==> config.mk <==
export PLATFORM = sky130hd
export DESIGN_NAME = emg_prio_arb
export DESIGN_NICKNAME = d
export VERILOG_FILES = /design/src/rtl/emg_arb_pkg.sv /design/src/rtl/emg_prio_pick.sv /design/src/rtl/emg_tier_map.sv /design/src/rtl/emg_prio_arb.sv
export SDC_FILE = /design/constraint.sdc
export NUM_CORES = 1
export LEC_CHECK = 0
export BUFFER_PORTS_ARGS = -buffer_cell sky130_fd_sc_hd__buf_2
export CORE_MARGIN = 2
export CORE_UTILIZATION = 40
export DETAILED_ROUTE_END_ITERATION = 10
export HOLD_SLACK_MARGIN = 0.03
export PLACE_DENSITY_LB_ADDON = 0.15
export SYNTH_ARGS = -nofsm -noshare
export SYNTH_HDL_FRONTEND = slang
export SYNTH_SLANG_ARGS = --single-unit
==> constraint.sdc <==
create_clock -name clk -period 1.97 [get_ports clk]
set_clock_uncertainty 0.2 [all_clocks]
set_input_delay 0.591 -clock clk [delete_from_list [all_inputs] [get_ports clk]]
set_output_delay 0.591 -clock clk [all_outputs]
set_load 0.01 [all_outputs]
==> src/rtl/emg_arb_pkg.sv <==
package emg_arb_pkg;

    localparam int SYS_N = 3;

    typedef enum logic [2:0] {
        TIER_NONE,
        TIER_SYS,
        TIER_DMA,
        TIER_EMG,
        TIER_NORM
    } tier_e;

    // Normal-order slot of full-duplex channel c receive (channel 0 leads).
    function automatic int ch_rx_slot(input int c, input int n_mc);
        if (c == 0) return 0;
        return 2 + 2 * n_mc + 2 * (c - 1);
    endfunction

    function automatic int ch_tx_slot(input int c, input int n_mc);
        return ch_rx_slot(c, n_mc) + 1;
    endfunction

    function automatic int mc_rx_slot(input int m);
        return 2 + m;
    endfunction

    function automatic int mc_tx_slot(input int m, input int n_mc);
        return 2 + n_mc + m;
    endfunction

endpackage

==> src/rtl/emg_prio_pick.sv <==
module emg_prio_pick #(
    parameter int W  = 4,
    localparam int IW = (W > 1) ? $clog2(W) : 1
) (
    input  logic [W-1:0]  req,
    output logic [W-1:0]  oh,
    output logic [IW-1:0] idx,
    output logic          any
);
    // Prefix OR chain: bit i is masked when any lower bit requests.
    logic [W-1:0] lower;

    assign lower[0] = 1'b0;
    for (genvar i = 1; i < W; i++) begin : g_chain
        assign lower[i] = lower[i-1] | req[i-1];
    end

    assign oh  = req & ~lower;
    assign any = |req;

    always_comb begin
        idx = '0;
        for (int i = 0; i < W; i++) begin
            if (oh[i]) idx = idx | IW'(i);
        end
    end

endmodule

==> src/rtl/emg_tier_map.sv <==
module emg_tier_map
    import emg_arb_pkg::*;
#(
    parameter int N_CH = 3,
    parameter int N_MC = 2,
    localparam int N_NORM = 2 * (N_CH + N_MC)
) (
    input  logic [N_CH-1:0]   ch_rx,
    input  logic [N_CH-1:0]   ch_tx,
    input  logic [N_CH-1:0]   ch_emg,
    input  logic [N_MC-1:0]   mc_rx,
    input  logic [N_MC-1:0]   mc_tx,
    input  logic [N_MC-1:0]   mc_emg,
    output logic [N_NORM-1:0] norm_req,
    output logic [N_NORM-1:0] emg_req
);
    logic [N_NORM-1:0] flag;

    for (genvar c = 0; c < N_CH; c++) begin : g_ch
        assign norm_req[ch_rx_slot(c, N_MC)] = ch_rx[c];
        assign norm_req[ch_tx_slot(c, N_MC)] = ch_tx[c];
        assign flag[ch_rx_slot(c, N_MC)]     = ch_emg[c];
        assign flag[ch_tx_slot(c, N_MC)]     = ch_emg[c];
    end

    for (genvar m = 0; m < N_MC; m++) begin : g_mc
        assign norm_req[mc_rx_slot(m)]       = mc_rx[m];
        assign norm_req[mc_tx_slot(m, N_MC)] = mc_tx[m];
        assign flag[mc_rx_slot(m)]           = mc_emg[m];
        assign flag[mc_tx_slot(m, N_MC)]     = mc_emg[m];
    end

    // A flag only promotes slots that actually request.
    assign emg_req = norm_req & flag;

endmodule

==> src/rtl/emg_prio_arb.sv <==
module emg_prio_arb
    import emg_arb_pkg::*;
#(
    parameter int N_CH  = 3,
    parameter int N_MC  = 2,
    parameter int N_DMA = 4,
    localparam int N_NORM    = 2 * (N_CH + N_MC),
    localparam int DMA_BASE  = SYS_N,
    localparam int NORM_BASE = SYS_N + N_DMA,
    localparam int NSRC      = NORM_BASE + N_NORM,
    localparam int IDXW      = $clog2(NSRC),
    localparam int DIW       = (N_DMA > 1) ? $clog2(N_DMA) : 1,
    localparam int NIW       = (N_NORM > 1) ? $clog2(N_NORM) : 1
) (
    input  logic              clk,
    input  logic              rst_n,
    input  logic              req_rst,
    input  logic              req_buserr,
    input  logic              req_cmd,
    input  logic [N_DMA-1:0]  dma_req,
    input  logic              dma_alt,
    input  logic [N_CH-1:0]   ch_rx,
    input  logic [N_CH-1:0]   ch_tx,
    input  logic [N_CH-1:0]   ch_emg,
    input  logic [N_MC-1:0]   mc_rx,
    input  logic [N_MC-1:0]   mc_tx,
    input  logic [N_MC-1:0]   mc_emg,
    output logic [NSRC-1:0]   gnt,
    output logic [IDXW-1:0]   gnt_idx,
    output logic              gnt_valid,
    output logic              gnt_emerg
);

    typedef struct packed {
        logic [NSRC-1:0] gnt;
        logic [IDXW-1:0] idx;
        logic            valid;
        logic            emerg;
    } arb_st_t;

    arb_st_t st_d, st_q;

    logic [N_NORM-1:0] norm_req, emg_req;
    logic [SYS_N-1:0]  sys_oh;
    logic [1:0]        sys_idx;
    logic              sys_any;
    logic [N_DMA-1:0]  dma_oh;
    logic [DIW-1:0]    dma_idx;
    logic              dma_any;
    logic [N_NORM-1:0] emg_oh, nrm_oh;
    logic [NIW-1:0]    emg_idx, nrm_idx;
    logic              emg_any, nrm_any;
    tier_e             tier;

    emg_tier_map #(.N_CH(N_CH), .N_MC(N_MC)) u_map (
        .ch_rx   (ch_rx),
        .ch_tx   (ch_tx),
        .ch_emg  (ch_emg),
        .mc_rx   (mc_rx),
        .mc_tx   (mc_tx),
        .mc_emg  (mc_emg),
        .norm_req(norm_req),
        .emg_req (emg_req)
    );

    emg_prio_pick #(.W(SYS_N)) u_sys (
        .req({req_cmd, req_buserr, req_rst}),
        .oh (sys_oh),
        .idx(sys_idx),
        .any(sys_any)
    );

    emg_prio_pick #(.W(N_DMA)) u_dma (
        .req(dma_req),
        .oh (dma_oh),
        .idx(dma_idx),
        .any(dma_any)
    );

    emg_prio_pick #(.W(N_NORM)) u_emg (
        .req(emg_req),
        .oh (emg_oh),
        .idx(emg_idx),
        .any(emg_any)
    );

    emg_prio_pick #(.W(N_NORM)) u_nrm (
        .req(norm_req),
        .oh (nrm_oh),
        .idx(nrm_idx),
        .any(nrm_any)
    );

    // Tier selection: the DMA slot moves around the emergency tier.
    always_comb begin
        if (sys_any)                   tier = TIER_SYS;
        else if (!dma_alt && dma_any)  tier = TIER_DMA;
        else if (emg_any)              tier = TIER_EMG;
        else if (dma_any)              tier = TIER_DMA;
        else if (nrm_any)              tier = TIER_NORM;
        else                           tier = TIER_NONE;
    end

    always_comb begin
        st_d = '0;
        unique case (tier)
            TIER_SYS: begin
                st_d.gnt[SYS_N-1:0] = sys_oh;
                st_d.idx            = IDXW'(sys_idx);
            end
            TIER_DMA: begin
                st_d.gnt[DMA_BASE +: N_DMA] = dma_oh;
                st_d.idx = IDXW'(DMA_BASE) + IDXW'(dma_idx);
            end
            TIER_EMG: begin
                st_d.gnt[NORM_BASE +: N_NORM] = emg_oh;
                st_d.idx   = IDXW'(NORM_BASE) + IDXW'(emg_idx);
                st_d.emerg = 1'b1;
            end
            TIER_NORM: begin
                st_d.gnt[NORM_BASE +: N_NORM] = nrm_oh;
                st_d.idx = IDXW'(NORM_BASE) + IDXW'(nrm_idx);
            end
            default: ;
        endcase
        st_d.valid = (tier != TIER_NONE);
    end

    always_ff @(posedge clk or negedge rst_n) begin
        if (!rst_n) st_q <= '0;
        else        st_q <= st_d;
    end

    assign gnt       = st_q.gnt;
    assign gnt_idx   = st_q.idx;
    assign gnt_valid = st_q.valid;
    assign gnt_emerg = st_q.emerg;

    // ---------------- assertions ----------------
    logic any_port_req;
    assign any_port_req = req_rst | req_buserr | req_cmd | (|dma_req) |
                          (|ch_rx) | (|ch_tx) | (|mc_rx) | (|mc_tx);

    p_idle_r1: assert property (@(posedge clk) disable iff (!rst_n)
        !any_port_req |=> (!gnt_valid && gnt == '0 && !gnt_emerg));

    p_reset_top_r2: assert property (@(posedge clk) disable iff (!rst_n)
        req_rst |=> (gnt[0] && gnt_idx == '0));

    p_buserr_r3: assert property (@(posedge clk) disable iff (!rst_n)
        (!req_rst && req_buserr) |=> (gnt[1] && gnt_idx == IDXW'(1)));

    p_cmd_r4: assert property (@(posedge clk) disable iff (!rst_n)
        (!req_rst && !req_buserr && req_cmd) |=> gnt[2]);

    p_dma_default_r5: assert property (@(posedge clk) disable iff (!rst_n)
        (!sys_any && !dma_alt && dma_any) |=>
        (!gnt_emerg && gnt_idx >= IDXW'(DMA_BASE) && gnt_idx < IDXW'(NORM_BASE)));

    p_dma_alt_r6: assert property (@(posedge clk) disable iff (!rst_n)
        (!sys_any && dma_alt && dma_any && !emg_any) |=>
        (gnt_idx >= IDXW'(DMA_BASE) && gnt_idx < IDXW'(NORM_BASE)));

    p_dma_low_first_r7: assert property (@(posedge clk) disable iff (!rst_n)
        (!sys_any && dma_req[0] && (!dma_alt || !emg_any)) |=> gnt[DMA_BASE]);

    p_emerg_tier_r8: assert property (@(posedge clk) disable iff (!rst_n)
        (!sys_any && emg_any && (dma_alt || !dma_any)) |=> gnt_emerg);

    p_flag_inert_r11: assert property (@(posedge clk) disable iff (!rst_n)
        !emg_any |=> !gnt_emerg);

    p_onehot_r13: assert property (@(posedge clk) disable iff (!rst_n)
        $onehot0(gnt) && (gnt_valid == (gnt != '0)));

endmodule

==> summary.md <==
| Metric | Value |
|---|---|
| Routability Congestion | `0.899` |
| Slew HR | `0.651` |
| Initial antenna violation count | `0` |
| Syn Inst Count | `133` |
| Total CTS buffers | `3` |
| Sequential area share after synthesis | `0.445` |
| Port bufs | `48` |
| Hold Buf Count CTS | `0` |
| Maximum buffer depth of the clock tree | `2` |
| Post-synthesis mux area share | `0.0167` |
| PwrDens | `447 nW/um^2` |
| Fin util | `0.715` |
| Clock Pin Slew Worst Setup and Hold Paths | `0.13 ns` |
| Mapped cell area | `1350 sq um` |
| Die ar. | `3860 sq um` |
| CTS Root Cell | `clkbuf_4` |
| Xor-xnor portion of the synthesized cell area | `0.00649` |
| Gr usage total | `0.230` |
| Async S/R FF share, synth | `1.00` |
| Synth area leader | `dfrtp_1` |
| ANT nets after route | `0` |
| Fin nets | `270` |
| Crit Path Class | `primary input to flip-flop` |
| Met3 WL post-DR | `173 um` |
| Crit path required time | `1.98 ns` |
| Row count | `21` |
| Via count | `1460` |
| Synth Area in Compound Gates | `0.193` |
| Main combinational cell family by area after synthesis | `simple AND/OR/NAND/NOR gates` |
| Avg Cell Area, Syn | `10.2 sq um` |
| Hpwl dp | `3.34 mm` |
| CP max FO | `4` |
| Final hold vios | `0` |
| Max_cap viols | `0` |
| Crit share post-route | `1.12` |
| Fin worst setup slack | `-0.240 ns` |
| Least-Margin Pin Slew | `0.524 ns` |
| Die Wd | `62.1 um` |
| Die H | `62.1 um` |
| Net Count, Synth | `160` |
| EDFF count, synth | `0` |
| VDD IR max | `0.234 mV` |
| Slew Viols, Final | `0` |
| Status | `finished, violations left` |
| Post-Synth Adder-Cell Area | `0.0185` |
| Sinks on Clock Net | `24` |
| Drt drc | `0` |
| Initial DRC count | `38` |
| First-pass GRT wire length | `6.27 mm` |
| Maximum clock frequency | `452 MHz` |
| M1 wire length | `1.58 mm` |
| Core area | `3280 sq um` |
| IO Pins | `49` |
| Library cells used by synthesis | `52` |
| H-tree depth | `1` |
| Synth top area share | `0.445` |
| Yosys warns | `0` |
| Minimum clock period | `2.21 ns` |
| TritonCTS clock tree | `yes` |
| Routed wl met2 | `2.29 mm` |
| Pin count of the biggest net entering global routing | `25` |
| Number of global-route vias before repair | `1446` |
| Count leader, synth | `dfrtp_1` |
| P&R area growth vs syn | `74.0%` |
| # setup viols final | `7` |
| Initial DRT Pass Iterations | `4` |
| RSZ-0062 raised after global routing | `yes` |
| Overall power | `1.05 mW` |
| Overflow after GRT | `0` |
| Violated checks | `setup timing` |
| Post-Route WL | `4.13 mm` |
| Post-synth top cells | `dfrtp_1, nand2_1, nor2_1` |
| Worst Setup EP | `gnt_idx[2]` |
| Layout cells sized above 1 | `0.631` |
| Critical Path Source | `ch_rx[0]` |
| Startpoint type of the worst setup path | `primary input` |
| Worst Path Arrival | `2.22 ns` |
| Leak pwr | `1.15 nW` |
| Hold/Removal Path Class | `primary input to asynchronous set/reset pin` |
| ANT cells | `0` |
| Flops & latches, synth | `24` |
| Synth top area cells | `dfrtp_1, nor2b_1, a21oi_1` |
| Initial core utilization | `0.411` |
| Vias per std cell | `5.09` |
| Max layer used | `met4` |
| Top FF cell, synth | `dfrtp_1` |
| TNS Setup | `-1.28 ns` |
| Crit end category | `flip-flop` |
| Area share of and/or/nand/nor cells after synthesis | `0.301` |
| Wirelength per Cell | `14.4 um` |
worst min path at each step:
| stage | from | to | slack, ns | cells after the start |
|---|---|---|---|---|
| floorplan | rst_n | gnt[0] | 0.1 | 0 |
| global placement | rst_n | gnt[5] | 0.38 | 1 |
| detailed placement | rst_n | gnt[4] | 0.40 | 1 |
| CTS | rst_n | gnt[1] | 0.05 | 1 |
| global route | rst_n | gnt[15] | 0.06 | 1 |
| finish | rst_n | gnt[1] | 0.03 | 1 |
critical path: stages:
cell and delay [ns]:
buf_6 0.10, or4_4 0.58, nor2_4 0.15, a21o_4 0.14
nor2_4 0.05, mux2i_4 0.23, ha_4 0.17, xor2_1 0.13
o22ai_1 0.08
through the flow:
| step | cells | cell area [sq um] | worst slack, ns | hold WS (ns) |
|---|---|---|---|---|
| 2_1_floorplan | 133 | 1400 | -0.462 | 0.0954 |
| 3_3_place_gp | 277 | 2070 | -0.589 | 0.378 |
| 3_5_place_dp | 277 | 2070 | -0.645 | 0.401 |
| 4_1_cts | 285 | 2240 | -0.224 | 0.0522 |
| 5_1_grt | 287 | 2350 | -0.301 | 0.0640 |
| 6_report | 287 | 2350 | -0.240 | 0.0311 |
sequential cells by signal, summed over array words and instances, names as in the netlist:
| name | count |
|---|---|
| gnt_idx | 5 |
| gnt | 17 |
| gnt_valid | 1 |
| gnt_emerg | 1 |
layout make-up:
class	count	area, sq um
fillers	257	936
multi-input cells	102	901
repair buffers	106	742
flip-flops and latches	24	601
well taps	46	57.6
inverters	6	25.0
clock buffers	3	22.5
timing repair:
action | CTS | global route
resized for setup | 25 | 26
endpoints found under the setup margin | 16 | 18
pin swaps | 16 | 10
setup buffers | 5 | 4
layout by cell type (no fill, tap or decap), types with 4 or more instances in the layout:
| cell type | instances |
|---|---|
| nand2_2 | 4 |
| buf_4 | 54 |
| nor2_1 | 9 |
| inv_1 | 5 |
| nor2b_1 | 7 |
| a21oi_1 | 5 |
| buf_6 | 9 |
| nand3_1 | 4 |
| dfrtp_1 | 24 |
| nand2_1 | 7 |
| and3_1 | 4 |
| buf_2 | 41 |
cell families after synthesis:
kind of cell | count (synthesis)
AND/OR/NAND/NOR | 62
AO/OA/AOI/OAI | 36
flip-flops | 24
buffers and inverters | 7
adder cells (fa/ha/maj) | 2
XOR/XNOR | 1
multiplexers | 1
layer usage:
metal / track usage / up-vias
li1: - / 710
met3: 0.0290 / 8
met5: 0 / -
met1: 0.239 / 692
met2: 0.452 / 50
met4: 0.100 / 0
report_power, final:
part	switching [mW]	internal (mW)
registers	0.00187	0.502
clock network	0.137	0.0716
logic	0.168	0.169
total	0.307	0.743
Note: power is estimated with default switching activity, not from simulation.
